<file path="src/rtl/i2c_rp_pkg.sv">
package i2c_rp_pkg;

  localparam int unsigned BYTE_W = 8;

  typedef enum logic [2:0] {
    ST_IDLE,   // ignoring the bus until a START
    ST_RX,     // shifting a byte in
    ST_ACK,    // driving the acknowledge for a received byte
    ST_TX,     // shifting a byte out
    ST_MACK,   // waiting for the master's acknowledge
    ST_LOAD    // master acknowledged, load next byte at SCL fall
  } rp_state_e;

  typedef enum logic [1:0] {
    PH_ADDR,   // next byte is address + direction
    PH_PTR,    // next byte sets the pointer
    PH_WR,     // next byte is stored
    PH_RD      // bytes are sent
  } rp_phase_e;

  // Address field occupies bits [7:1] of the first byte.
  function automatic logic addr_hit(input logic [BYTE_W-1:0] b,
                                    input logic [6:0] own);
    return b[BYTE_W-1:1] == own;
  endfunction

  // Direction bit: 1 selects read.
  function automatic logic dir_read(input logic [BYTE_W-1:0] b);
    return b[0];
  endfunction

endpackage

</file>
<file path="src/rtl/i2c_rp_line_sync.sv">
module i2c_rp_line_sync #(
  parameter int unsigned STAGES = 2
) (
  input  logic clk,
  input  logic rst_n,
  input  logic scl_i,
  input  logic sda_i,
  output logic scl_s,
  output logic sda_s,
  output logic scl_rise,
  output logic scl_fall,
  output logic start_det,
  output logic stop_det
);

  logic [STAGES-1:0] scl_pipe;
  logic [STAGES-1:0] sda_pipe;
  logic              scl_q;
  logic              sda_q;

  // Idle bus is high on both lines, so every stage resets to 1.
  always_ff @(posedge clk or negedge rst_n) begin
    if (!rst_n) begin
      scl_pipe <= '1;
      sda_pipe <= '1;
      scl_q    <= 1'b1;
      sda_q    <= 1'b1;
    end else begin
      scl_pipe[0] <= scl_i;
      sda_pipe[0] <= sda_i;
      for (int i = 1; i < STAGES; i++) begin
        scl_pipe[i] <= scl_pipe[i-1];
        sda_pipe[i] <= sda_pipe[i-1];
      end
      scl_q <= scl_pipe[STAGES-1];
      sda_q <= sda_pipe[STAGES-1];
    end
  end

  assign scl_s     = scl_pipe[STAGES-1];
  assign sda_s     = sda_pipe[STAGES-1];
  assign scl_rise  =  scl_s & ~scl_q;
  assign scl_fall  = ~scl_s &  scl_q;
  // Conditions need SCL high on both samples around the SDA edge.
  assign start_det = scl_s & scl_q &  sda_q & ~sda_s;
  assign stop_det  = scl_s & scl_q & ~sda_q &  sda_s;

endmodule

</file>
<file path="src/rtl/i2c_rp_ptr.sv">
module i2c_rp_ptr #(
  parameter int unsigned PTR_W = 8
) (
  input  logic             clk,
  input  logic             rst_n,
  input  logic             load,
  input  logic [PTR_W-1:0] load_val,
  input  logic             inc,
  output logic [PTR_W-1:0] ptr
);

  function automatic logic [PTR_W-1:0] ptr_step(input logic [PTR_W-1:0] p);
    return p + 1'b1;  // natural wrap at the top of the range
  endfunction

  always_ff @(posedge clk or negedge rst_n) begin
    if (!rst_n)    ptr <= '0;
    else if (load) ptr <= load_val;
    else if (inc)  ptr <= ptr_step(ptr);
  end

  AST_LOAD_INC_EXCL: assert property (@(posedge clk) disable iff (!rst_n)
    !(load && inc));

endmodule

</file>
<file path="src/rtl/i2c_regptr_slave.sv">
module i2c_regptr_slave
  import i2c_rp_pkg::*;
#(
  parameter logic [6:0]  SLAVE_ADDR  = 7'b1101000,
  parameter int unsigned PTR_W       = 8,
  parameter int unsigned SYNC_STAGES = 2
) (
  input  logic             clk,
  input  logic             rst_n,
  input  logic             scl_i,
  input  logic             sda_i,
  output logic             sda_oe,
  output logic [PTR_W-1:0] reg_addr,
  output logic [7:0]       reg_wdata,
  output logic             reg_we,
  input  logic [7:0]       reg_rdata
);

  localparam int unsigned      CNT_W    = $clog2(BYTE_W + 1);
  localparam logic [CNT_W-1:0] LAST_BIT = CNT_W'(BYTE_W - 1);
  localparam logic [CNT_W-1:0] ALL_BITS = CNT_W'(BYTE_W);

  // Bus events, named for the assertions.
  logic scl_s, sda_s, scl_rise, scl_fall, start_det, stop_det;

  i2c_rp_line_sync #(.STAGES(SYNC_STAGES)) u_sync (
    .clk       (clk),
    .rst_n     (rst_n),
    .scl_i     (scl_i),
    .sda_i     (sda_i),
    .scl_s     (scl_s),
    .sda_s     (sda_s),
    .scl_rise  (scl_rise),
    .scl_fall  (scl_fall),
    .start_det (start_det),
    .stop_det  (stop_det)
  );

  rp_state_e          state_q;
  rp_phase_e          phase_q;
  logic [CNT_W-1:0]   bit_cnt_q;
  logic [BYTE_W-2:0]  rx_sh_q;
  logic [BYTE_W-2:0]  tx_sh_q;
  logic               sda_oe_q;
  logic               we_q;
  logic [BYTE_W-1:0]  wdata_q;
  logic [PTR_W-1:0]   ptr;

  logic [BYTE_W-1:0]  rx_byte;
  logic               byte_done;
  logic               tx_load;
  logic               ptr_load;
  logic               ptr_inc;

  assign rx_byte   = {rx_sh_q, sda_s};
  assign byte_done = (state_q == ST_RX) && scl_rise && (bit_cnt_q == LAST_BIT);
  assign tx_load   = scl_fall &&
                     (((state_q == ST_ACK) && sda_oe_q && (phase_q == PH_RD)) ||
                      (state_q == ST_LOAD));
  assign ptr_load  = byte_done && (phase_q == PH_PTR);
  // A stored byte advances the pointer one cycle after the strobe;
  // a sent byte advances it as the byte is captured for shifting.
  assign ptr_inc   = we_q || tx_load;

  i2c_rp_ptr #(.PTR_W(PTR_W)) u_ptr (
    .clk      (clk),
    .rst_n    (rst_n),
    .load     (ptr_load),
    .load_val (rx_byte[PTR_W-1:0]),
    .inc      (ptr_inc),
    .ptr      (ptr)
  );

  always_ff @(posedge clk or negedge rst_n) begin
    if (!rst_n) begin
      state_q   <= ST_IDLE;
      phase_q   <= PH_ADDR;
      bit_cnt_q <= '0;
      rx_sh_q   <= '0;
      tx_sh_q   <= '0;
      sda_oe_q  <= 1'b0;
      we_q      <= 1'b0;
      wdata_q   <= '0;
    end else begin
      we_q <= 1'b0;
      if (start_det) begin
        state_q   <= ST_RX;
        phase_q   <= PH_ADDR;
        bit_cnt_q <= '0;
        sda_oe_q  <= 1'b0;
      end else if (stop_det) begin
        state_q  <= ST_IDLE;
        sda_oe_q <= 1'b0;
      end else begin
        unique case (state_q)
          ST_IDLE: ;
          ST_RX: begin
            if (scl_rise) begin
              rx_sh_q   <= rx_byte[BYTE_W-2:0];
              bit_cnt_q <= bit_cnt_q + 1'b1;
              if (byte_done) begin
                unique case (phase_q)
                  PH_ADDR: begin
                    if (addr_hit(rx_byte, SLAVE_ADDR)) begin
                      state_q <= ST_ACK;
                      phase_q <= dir_read(rx_byte) ? PH_RD : PH_PTR;
                    end else begin
                      state_q <= ST_IDLE;
                    end
                  end
                  PH_PTR: begin
                    state_q <= ST_ACK;
                    phase_q <= PH_WR;
                  end
                  default: begin
                    state_q <= ST_ACK;
                    we_q    <= 1'b1;
                    wdata_q <= rx_byte;
                  end
                endcase
              end
            end
          end
          ST_ACK: begin
            if (scl_fall) begin
              if (!sda_oe_q) begin
                sda_oe_q <= 1'b1;
              end else if (phase_q == PH_RD) begin
                tx_sh_q   <= reg_rdata[BYTE_W-2:0];
                sda_oe_q  <= ~reg_rdata[BYTE_W-1];
                bit_cnt_q <= '0;
                state_q   <= ST_TX;
              end else begin
                sda_oe_q  <= 1'b0;
                bit_cnt_q <= '0;
                state_q   <= ST_RX;
              end
            end
          end
          ST_TX: begin
            if (scl_rise) bit_cnt_q <= bit_cnt_q + 1'b1;
            if (scl_fall) begin
              if (bit_cnt_q == ALL_BITS) begin
                sda_oe_q <= 1'b0;
                state_q  <= ST_MACK;
              end else begin
                sda_oe_q <= ~tx_sh_q[BYTE_W-2];
                tx_sh_q  <= {tx_sh_q[BYTE_W-3:0], 1'b0};
              end
            end
          end
          ST_MACK: begin
            if (scl_rise) state_q <= sda_s ? ST_IDLE : ST_LOAD;
          end
          ST_LOAD: begin
            if (scl_fall) begin
              tx_sh_q   <= reg_rdata[BYTE_W-2:0];
              sda_oe_q  <= ~reg_rdata[BYTE_W-1];
              bit_cnt_q <= '0;
              state_q   <= ST_TX;
            end
          end
          default: state_q <= ST_IDLE;
        endcase
      end
    end
  end

  assign sda_oe    = sda_oe_q;
  assign reg_we    = we_q;
  assign reg_wdata = wdata_q;
  assign reg_addr  = ptr;

  AST_OE_SCL_LOW: assert property (@(posedge clk) disable iff (!rst_n)
    ((sda_oe != $past(sda_oe)) && !$past(start_det) && !$past(stop_det)) |-> !$past(scl_s));
  AST_WE_PULSE: assert property (@(posedge clk) disable iff (!rst_n)
    reg_we |=> !reg_we);
  AST_WE_ON_RISE: assert property (@(posedge clk) disable iff (!rst_n)
    reg_we |-> $past(scl_rise));
  AST_PTR_STEP: assert property (@(posedge clk) disable iff (!rst_n)
    reg_we |=> (reg_addr == PTR_W'($past(reg_addr) + 1'b1)));
  AST_IDLE_QUIET: assert property (@(posedge clk) disable iff (!rst_n)
    (state_q == ST_IDLE) |-> !sda_oe);

endmodule

</file>
<file path="config.mk">
export PLATFORM = sky130hd
export DESIGN_NAME = i2c_regptr_slave
export DESIGN_NICKNAME = d
export VERILOG_FILES = /design/src/rtl/i2c_rp_pkg.sv /design/src/rtl/i2c_rp_line_sync.sv /design/src/rtl/i2c_rp_ptr.sv /design/src/rtl/i2c_regptr_slave.sv
export SDC_FILE = /design/constraint.sdc
export NUM_CORES = 1
export LEC_CHECK = 0
export CORE_AREA = 2 2 74 76
export DETAILED_ROUTE_END_ITERATION = 10
export DIE_AREA = 0 0 76 78
export GPL_ROUTABILITY_DRIVEN = 0
export PLACE_DENSITY = 0.74
export RECOVER_POWER = 100
export SETUP_SLACK_MARGIN = 0.1
export SLEW_MARGIN = 20
export SYNTH_ARGS = -nofsm -noshare
export SYNTH_HDL_FRONTEND = slang
export SYNTH_SLANG_ARGS = --single-unit
</file>
<file path="constraint.sdc">
create_clock -name clk -period 1.9 [get_ports clk]
set_input_delay 0.285 -clock clk [delete_from_list [all_inputs] [get_ports clk]]
set_output_delay 0.285 -clock clk [all_outputs]
set_load 0.03 [all_outputs]
</file>
== Word-level counts from Yosys, hierarchy flattened ==
Index checks and enable logic that the tools add are counted.
Storage, ports and cells
  bits of input ports: 12
  bits in registers: 47
Operators by class
  equality and inequality tests: 31
  reduce and logical (&&, ||, !) cells: 27
  add/subtract/negate cells: 2
  bitwise gates (word level): 16
  muxes and demuxes: 54
Operators by type and width (count)
  2-to-1 mux 7 bit: 6
  2-to-1 mux 3 bit: 12
  != test 4 bit (second input constant): 8
  2-to-1 mux 4 bit: 6
  one-hot mux 7 bit (3 select lines): 1
  2-to-1 mux 2 bit: 9
  one-hot mux 3 bit (6 select lines): 1
  AND reduction 6 bit: 3
  AND reduction 9 bit: 2
  2-to-1 mux 8 bit: 2
  != test 3 bit (second input constant): 5
  2-to-1 mux 1 bit: 14
  != test 2 bit (second input constant): 6
  one-hot mux 4 bit (3 select lines): 1
  inverter 1 bit: 9
  adder 8 x 1 -> 8 bit (second input constant): 1
  AND reduction 4 bit: 2
  nonzero test 2 bit: 4
  bitwise AND 1 bit: 7
  == test 7 bit (second input constant): 1
  == test 3 x 2 -> 1 bit (second input constant): 2
  == test 3 bit (second input constant): 2
  logical AND 1 bit: 6
  nonzero test 3 bit: 2
  other kinds (16): 18

== Logic depth before layout (Yosys ltp) ==
Gate-level depths: netlist (run 1).
  depth in word-level cells: 9
  depth in mapped cells: 8

== Modules after synthesis ==
A second synthesis (run 1) with hierarchy kept.
Unflattened totals
  cell total of the unflattened synthesis: 219
  area, all modules: 2406.1 um^2
Modules (own cells, without submodules)
  i2c_regptr_slave: instances 1, seq. area each 825.8 um^2, cells each 160, area each 1765.4 um^2
  i2c_rp_ptr: instances 1, seq. area each 200.2 um^2, cells each 49, area each 450.4 um^2
  i2c_rp_line_sync: instances 1, seq. area each 157.7 um^2, cells each 10, area each 190.2 um^2

== Least setup slack after synthesis (run 1) ==
Ideal clock, no wire load.
  path kind: register to register
  start: reg u_sync.scl_pipe[1]
  end: reg state_q[2]
  arrival: 1783 ps
  stages on the path, launching flop included: 7
  clock period less this slack: 1911 ps
  setup time: 127 ps
  slack: -11 ps
  cell sequence: dfstp_2 -> buf_2 -> nand2b_4 -> or3_1 -> a31oi_1 -> a21o_1 -> mux2_1
On the way
  word-level cells in the longest chain between the ends: 5
  elaborated cells on any way between the ends: 22
RTL lines
  start: declaration: RTL line i2c_rp_line_sync.sv:16  | logic [STAGES-1:0] scl_pipe;
  start signal: indexed assignment: RTL line i2c_rp_line_sync.sv:32  | scl_pipe[i] <= scl_pipe[i-1];
  bitwise AND 1 bit, on equally long branches: RTL line i2c_rp_line_sync.sv:45, i2c_rp_line_sync.sv:46, i2c_rp_line_sync.sv:42
  bitwise AND 1 bit, or another cell as far along (2 in series): RTL line i2c_rp_line_sync.sv:45  | assign start_det = scl_s & scl_q & sda_q & ~sda_s;
  != test 4 bit (no source line), or another cell as far along
  AND reduction 9 bit (no source line) / 2-to-1 mux 3 bit (equally long branches)
  end signal: assignment: RTL line i2c_regptr_slave.sv:153  | if (scl_rise) state_q <= sda_s ? ST_IDLE : ST_LOAD;
  end: declaration: RTL line i2c_regptr_slave.sv:39  | rp_state_e state_q;
Parallel ways exist; a longest one is shown, timed or not.
A chain may end at the register's enable or synchronous reset.

== Final worst setup path (run 1) ==
  start: reg state_q[1]
  end: reg phase_q[0]
On the way
  word-level cells in the longest chain between the ends: 5
  elaborated cells on any way between the ends: 6
RTL lines
  == test 3 x 1 -> 1 bit *: RTL line i2c_regptr_slave.sv:56, i2c_regptr_slave.sv:95
  logical AND 1 bit (2 in series): RTL line i2c_regptr_slave.sv:56  | assign byte_done = (state_q == ST_RX) && scl_rise && (bit_cnt_q == LAST_BIT);
  nonzero test 2 bit (no source line)
  AND reduction 6 bit (no source line) *
  end signal: assignment: RTL line i2c_regptr_slave.sv:106  | phase_q <= dir_read(rx_byte) ? PH_RD : PH_PTR;
  end: declaration: RTL line i2c_regptr_slave.sv:40  | rp_phase_e phase_q;
Every way passes the cells marked *; elsewhere a longest branch is shown, timed or not.

==> results.txt, run 1 <==
Pin count of the biggest net entering global routing -> 26
Share of cells above drive strength 1 -> 25.54%
Die Y -> 78 um
Area contributors post-synth -> dfrtp_1 41%, dfstp_2 6.4%, mux2_2 6.4%
WS Path Type -> flip-flop to flip-flop
Slew @ Worst Pin -> 1217 ps
Part of the cycle the worst path needs -> 96.67%
Starting Density -> 49.18%
#FFs+latches synth -> 47
Clk Latency, worst-skew pair -> 300 ps
Num rows -> 26
Commonest non-fill, non-tap cell in the layout -> dfrtp_1
Total number of vias -> 1897
ANT cells -> 0
CTS clk-pin slew, worst paths -> 100 ps
IO Pins -> 30
Hold slack final -> 359.0 ps
First-pass detailed-route iteration total -> 4
FF-to-FF path depth -> 5
Via density -> 5.451
Vias in the first global route -> 1907
Initial antenna violation count -> 0
Die X -> 76 um
WL/cell -> 14.87 um
Final Hold Viols -> 0
Post-Route WL -> 5.176 mm
Seq/Total Area, Yosys -> 47.73%
Rel. slew slack -> 18.90%
Startpoint types -> flip-flop
Area of the multi-input gates -> 0.001262 sq mm
Layout net count -> 292
Core area -> 0.005042 sq mm
Synthesized area -> 0.002480 sq mm
Crit path required time -> 2100 ps
Element type at the critical path end -> flip-flop
Share of the synthesized area in the top cell type -> 41.37%
Tot Pwr -> 0.002096 W
Layout area overhead -> 25.88%
Total CTS buffers -> 5
Hold WC Path Type -> flip-flop to flip-flop
Tot GR Track Use -> 18.96%
Max Buffers Root-to-Sink -> 2
Final setup vio count -> 0
Routed Antenna Nets -> 0
HPWL Detailed -> 3.706 mm
RSZ-0062 raised after global routing -> true
Status -> completed
Most frequent cells in the layout -> 41 x dfrtp_1, 22 x nor2_1, 19 x dlygate4sd3_1, 15 x buf_4, 14 x mux2_2
WHS Path Cells -> 0
Port bufs -> 29
Main flop type after synthesis -> dfrtp_1
Critical Path AT -> 2030 ps
Placement Cell Area -> 0.002943 sq mm
Synth unique cells -> 56
Static Leakage -> 1.468 nW
Clk_skew -> 12.18 ps
H-tree Lvls -> 2
Synthesized net count -> 244
Yosys Warn Count -> 0
Remaining DRCs -> 0
FF/Latch Area -> 0.001184 sq mm
Sink Count -> 47
TritonCTS clock tree -> yes
Min cycle time layout -> 1837 ps
Max cap viols -> 0
Gate Count Post-Synth -> 229
Async S/R FF share, synth -> 100.0%
Die area -> 0.005928 sq mm
Max Slew Vio Count -> 0
Cell taking the most area after synthesis -> dfrtp_1
Synthesized area per cell -> 10.83 sq um
Fmax -> 544.4 MHz
Total congestion overflow -> 0
Final instance area -> 0.003122 sq mm
Critical path peak fanout -> 4
First-pass GRT wire length -> 9.025 mm
DRT iter0 DRCs -> 86
Peak supply drop -> 0.5869 mV
Post-synth EDFFs -> 0
Power density cells -> 671.4 mW/mm^2
Root buf cell -> clkbuf_8
FILL cells -> 426
## critical path: stages, from the launching register on
cell      delay [ps]
dfrtp_1          400
or3b_4           450
nor4_4           410
clkbuf_4         230
mux2i_1          180
nor2_1            60
## area by class of cell
class / count / area share [%]
well taps: 70 / 2.806
flip-flops and latches: 47 / 37.92
repair buffers: 50 / 14.15
clock buffers: 5 / 2.204
clock inverters: 3 / 1.523
multi-input cells: 165 / 40.44
inverters: 8 / 0.9619
## what timing repair did
action / in CTS / in global routing
endpoints found under the setup margin: 10 / 17
resized for setup: 4 / 8
pin swaps: 2 / 6
hold buffers: 1 / 0
hold endpoints to repair: 16 / 0
gates cloned: 0 / 1
setup buffers: 2 / 2
## per-layer routing
layer	wire length, um	vias to the layer above	track usage, %	part of all wire, %
li1	-	916	-	-
met1	2414	924	25.39	47
met2	2441	46	29.82	47
met3	225	11	5.000	4.3
met4	95	0	6.909	1.8
met5	0	-	0	0
## synthesized netlist by cell type (6+ instances only)
cell type,instances
nor2_1,23
a21oi_2,8
mux2i_1,10
xor2_1,8
nand2_1,6
a21oi_1,11
dfrtp_1,41
buf_2,7
inv_1,8
mux2_2,14
dfstp_2,6
o21ai_0,12
## sequential cells by signal, indices dropped and copies added, names as in the netlist
name	flops
reg_wdata	8
u_ptr.ptr	8
rx_sh_q	7
tx_sh_q	7
bit_cnt_q	4
state_q	3
phase_q	2
u_sync.scl_pipe	2
u_sync.sda_pipe	2
reg_we	1
sda_oe	1
u_sync.scl_q	1
u_sync.sda_q	1
## where the power goes
| group | switching (W) | internal [W] |
|---|---|---|
| Combinational | 0.000131 | 0.000104 |
| Clock | 0.000362 | 0.000399 |
| Sequential | 0.0000579 | 0.00104 |
| Total | 0.000551 | 0.00155 |
## per-stage QoR
stage / TNS [ps] / instances / utilization [%] / setup WS (ps)
global placement: -21.58 / 335 / 58.36 / -21.58
finish: 0 / 348 / 61.91 / 63.26
global route: 0 / 348 / 61.91 / 7.406
floorplan: 0 / 229 / - / 50.11
detailed placement: -28.72 / 335 / 58.36 / -28.72
CTS: 0 / 346 / 61.56 / 76.73
## worst paths after layout
path                               startpoint                 end  slack, ps
max                                state_q[1]          phase_q[0]         60
min                        u_sync.scl_pipe[0]  u_sync.scl_pipe[1]        360
max reg2reg                        state_q[1]          phase_q[0]         60
min reg2reg                u_sync.scl_pipe[0]  u_sync.scl_pipe[1]        360
max in group asynchronous               rst_n          tx_sh_q[6]        420
min in group asynchronous               rst_n        reg_wdata[1]        750
## cells by family after synthesis
kind of cell,Yosys count,synth area share [%]
compound gates,54,14.58
simple gates,73,18.77
mux,25,10.85
fa+ha+maj,3,1.514
xor+xnor,9,3.179
flops,47,47.73
buf+inv,18,3.380
(Power assumes the default switching activity.)
==> inputs of run 2 (changes only) <==
Settings changed: SETUP_SLACK_MARGIN 0.1 to unset.
==> results.txt, run 2 (synthesized netlist as in run 1, its figures left out) <==
Tot Pwr -> 0.001991 W (-5.0%)
P_int -> 0.001457 W (-5.7%)
Core area -> 0.005042 sq mm (unchanged)
Sink Count -> 47 (unchanged)
RSZ-0062 raised after global routing -> false
Routed Antenna Nets -> 0 (unchanged)
Setup_tns -> 0 ps (unchanged)
IO Pins -> 30 (unchanged)
Die Y -> 78 um (unchanged)
First-pass GRT wire length -> 8.756 mm (-3.0%)
Post-Layout Cell Count -> 344 (-1.1%)
Most frequent cells in the layout -> 41 x dfrtp_1, 26 x clkdlybuf4s50_1, 23 x nor2_1, 14 x mux2_2, 14 x buf_4
H-tree Lvls -> 2 (unchanged)
Switching power -> 0.0005338 W (-3.1%)
Placement Cell Area -> 0.002929 sq mm (-0.47%)
Commonest non-fill, non-tap cell in the layout -> dfrtp_1
Peak supply drop -> 0.4900 mV (-17%)
R2R setup slack -> 70 ps (about the same)
Delay-heaviest family, CP -> flip-flops
WHS Path Cells -> 0 (unchanged)
Clock share of power -> 32.2% (-4.1 points)
Reg power frac -> 55.3% (+2.8 points)
WS Path Type -> flip-flop to flip-flop
Max Slew Vio Count -> 0 (unchanged)
Layout net count -> 288 (-1.4%)
Max cap viols -> 0 (unchanged)
Layout area overhead -> 23.92%
Slew @ Worst Pin -> 1235 ps (+18.68 ps)
Rel. slew slack -> 17.65% (-1.2 points)
First-pass detailed-route iteration total -> 4 (unchanged)
Total congestion overflow -> 0 (unchanged)
Initial antenna violation count -> 0 (unchanged)
Die X -> 76 um (unchanged)
Die area -> 0.005928 sq mm (unchanged)
Fmax -> 547.3 MHz (+0.52%)
Slowest cell on crit path -> dfstp_2
Hold slack final -> 358.7 ps (-0.2400 ps)
Clk Latency, worst-skew pair -> 300 ps (about the same)
Part of the cycle the worst path needs -> 96.17% (-0.50 points)
Power density cells -> 647.9 mW/mm^2 (-3.5%)
Reg2reg end -> state_q[2]
Root buf cell -> clkbuf_8
TritonCTS clock tree -> yes
Starting Density -> 49.18% (unchanged)
Via density -> 5.451 (about the same)
Final setup vio count -> 0 (unchanged)
Port bufs -> 29 (unchanged)
Min-delay src -> u_sync.scl_pipe[0]
Total CTS buffers -> 5 (unchanged)
CTS clk-pin slew, worst paths -> 90 ps (about the same)
Hold WC Path Type -> flip-flop to flip-flop
Element type at the critical path end -> flip-flop
Worst path cell trace -> nand2b_4 > a21oi_1 > or3_1 > a21o_1 > mux2_1
Total number of vias -> 1875 (-1.2%)
Num rows -> 26 (unchanged)
Buffers plus inverters on the worst setup path -> 0 (-1)
Clk_skew -> 4.555 ps (-7.620 ps)
Tot GR Track Use -> 18.57% (-0.39 points)
Max Buffers Root-to-Sink -> 2 (unchanged)
Startpoint types -> flip-flop
Origin of the worst setup path -> u_sync.scl_q
Remaining DRCs -> 0 (unchanged)
Crit path required time -> 2090 ps (about the same)
Critical path peak fanout -> 9 (+5)
Sw frac -> 26.81% (+0.53 points)
Final instance area -> 0.003073 sq mm (-1.6%)
Gate power share -> 12.5% (+1.3 points)
HPWL Detailed -> 3.440 mm (-7.2%)
DRT iter0 DRCs -> 149 (+73%)
Static Leakage -> 1.392 nW (-5.2%)
Post-Route WL -> 5.076 mm (-1.9%)
FF-to-FF path depth -> 5 (unchanged)
Min cycle time layout -> 1827 ps (-9.570 ps)
Status -> completed
Vias in the first global route -> 1807 (-5.2%)
Slowest stage delay, CP -> 630 ps (+180 ps)
Share of cells above drive strength 1 -> 23.72% (-1.8 points)
Pin count of the biggest net entering global routing -> 29 (+12%)
ANT cells -> 0 (unchanged)
Dpl cells -> 332 (-0.90%)
WL/cell -> 14.76 um (-0.79%)
WHS Endpoint -> u_sync.scl_pipe[1]
Final Hold Viols -> 0 (unchanged)
R2r startpoint -> u_sync.scl_q
Critical Path AT -> 2020 ps (about the same)
==> run 2: layer usage <==
| layer | up-vias | track usage (%) | part of all wire (%) | routed length, um |
|---|---|---|---|---|
| met4 | 0 | 6.727 | 2.1 | 106 |
| li1 | 917 | - | - | - |
| met3 | 13 | 3.953 | 4.0 | 204 |
| met5 | - | 0 | 0 | 0 |
| met1 | 896 | 26.18 | 50 | 2530 |
| met2 | 49 | 28.48 | 44 | 2235 |
==> run 2: repair_timing <==
item / CTS / global route
hold endpoints to repair: 19 / 0
setup endpoints to repair: 1 / 9
setup buffers: 2 / 1
gates resized for setup: 0 / 3
hold buffers: 1 / 0
==> run 2: layout make-up <==
class | count | area, sq um
fillers | 404 | 1969
multi-input cells | 164 | 1230
flip-flops and latches | 47 | 1184
repair buffers | 47 | 442.9
well taps | 70 | 87.58
clock buffers | 6 | 82.58
inverters | 8 | 30.03
clock inverters | 2 | 16.27
==> run 2: power groups by stage <==
stage	clock network (W)	registers, W	logic (W)
finish	0.000642	0.00110	0.000249
global route	0.000706	0.00110	0.000276
CTS	0.000662	0.00110	0.000245
detailed placement	0	0.00112	0.000232
global placement	0	0.00111	0.000230
floorplan	0	0.00112	0.000120
==> run 2: worst max-delay path by stage <==
stage,endpoint,slack [ps],depth (start not counted)
4_1_cts,u_ptr.ptr[4],50,6
6_report,state_q[2],70,5
2_1_floorplan,state_q[2],30,6
3_5_place_dp,state_q[2],6,5
5_1_grt,state_q[2],0.9,5
3_3_place_gp,state_q[2],-5,5
==> run 2: stage by stage <==
step | setup WS, ps | utilization, %
after CTS | 52.05 | 60.55
after floorplan | 27.00 | -
after global routing | 0.8764 | 60.94
after detailed placement | 6.182 | 58.09
final | 72.83 | 60.94
after global placement | -4.691 | 58.09
==> inputs of run 3 (changes only) <==
Settings changed: GPL_ROUTABILITY_DRIVEN 0 to unset.
==> results of run 3 <==
Same layout as run 2: the final DEF is identical, and so are final timing and power.
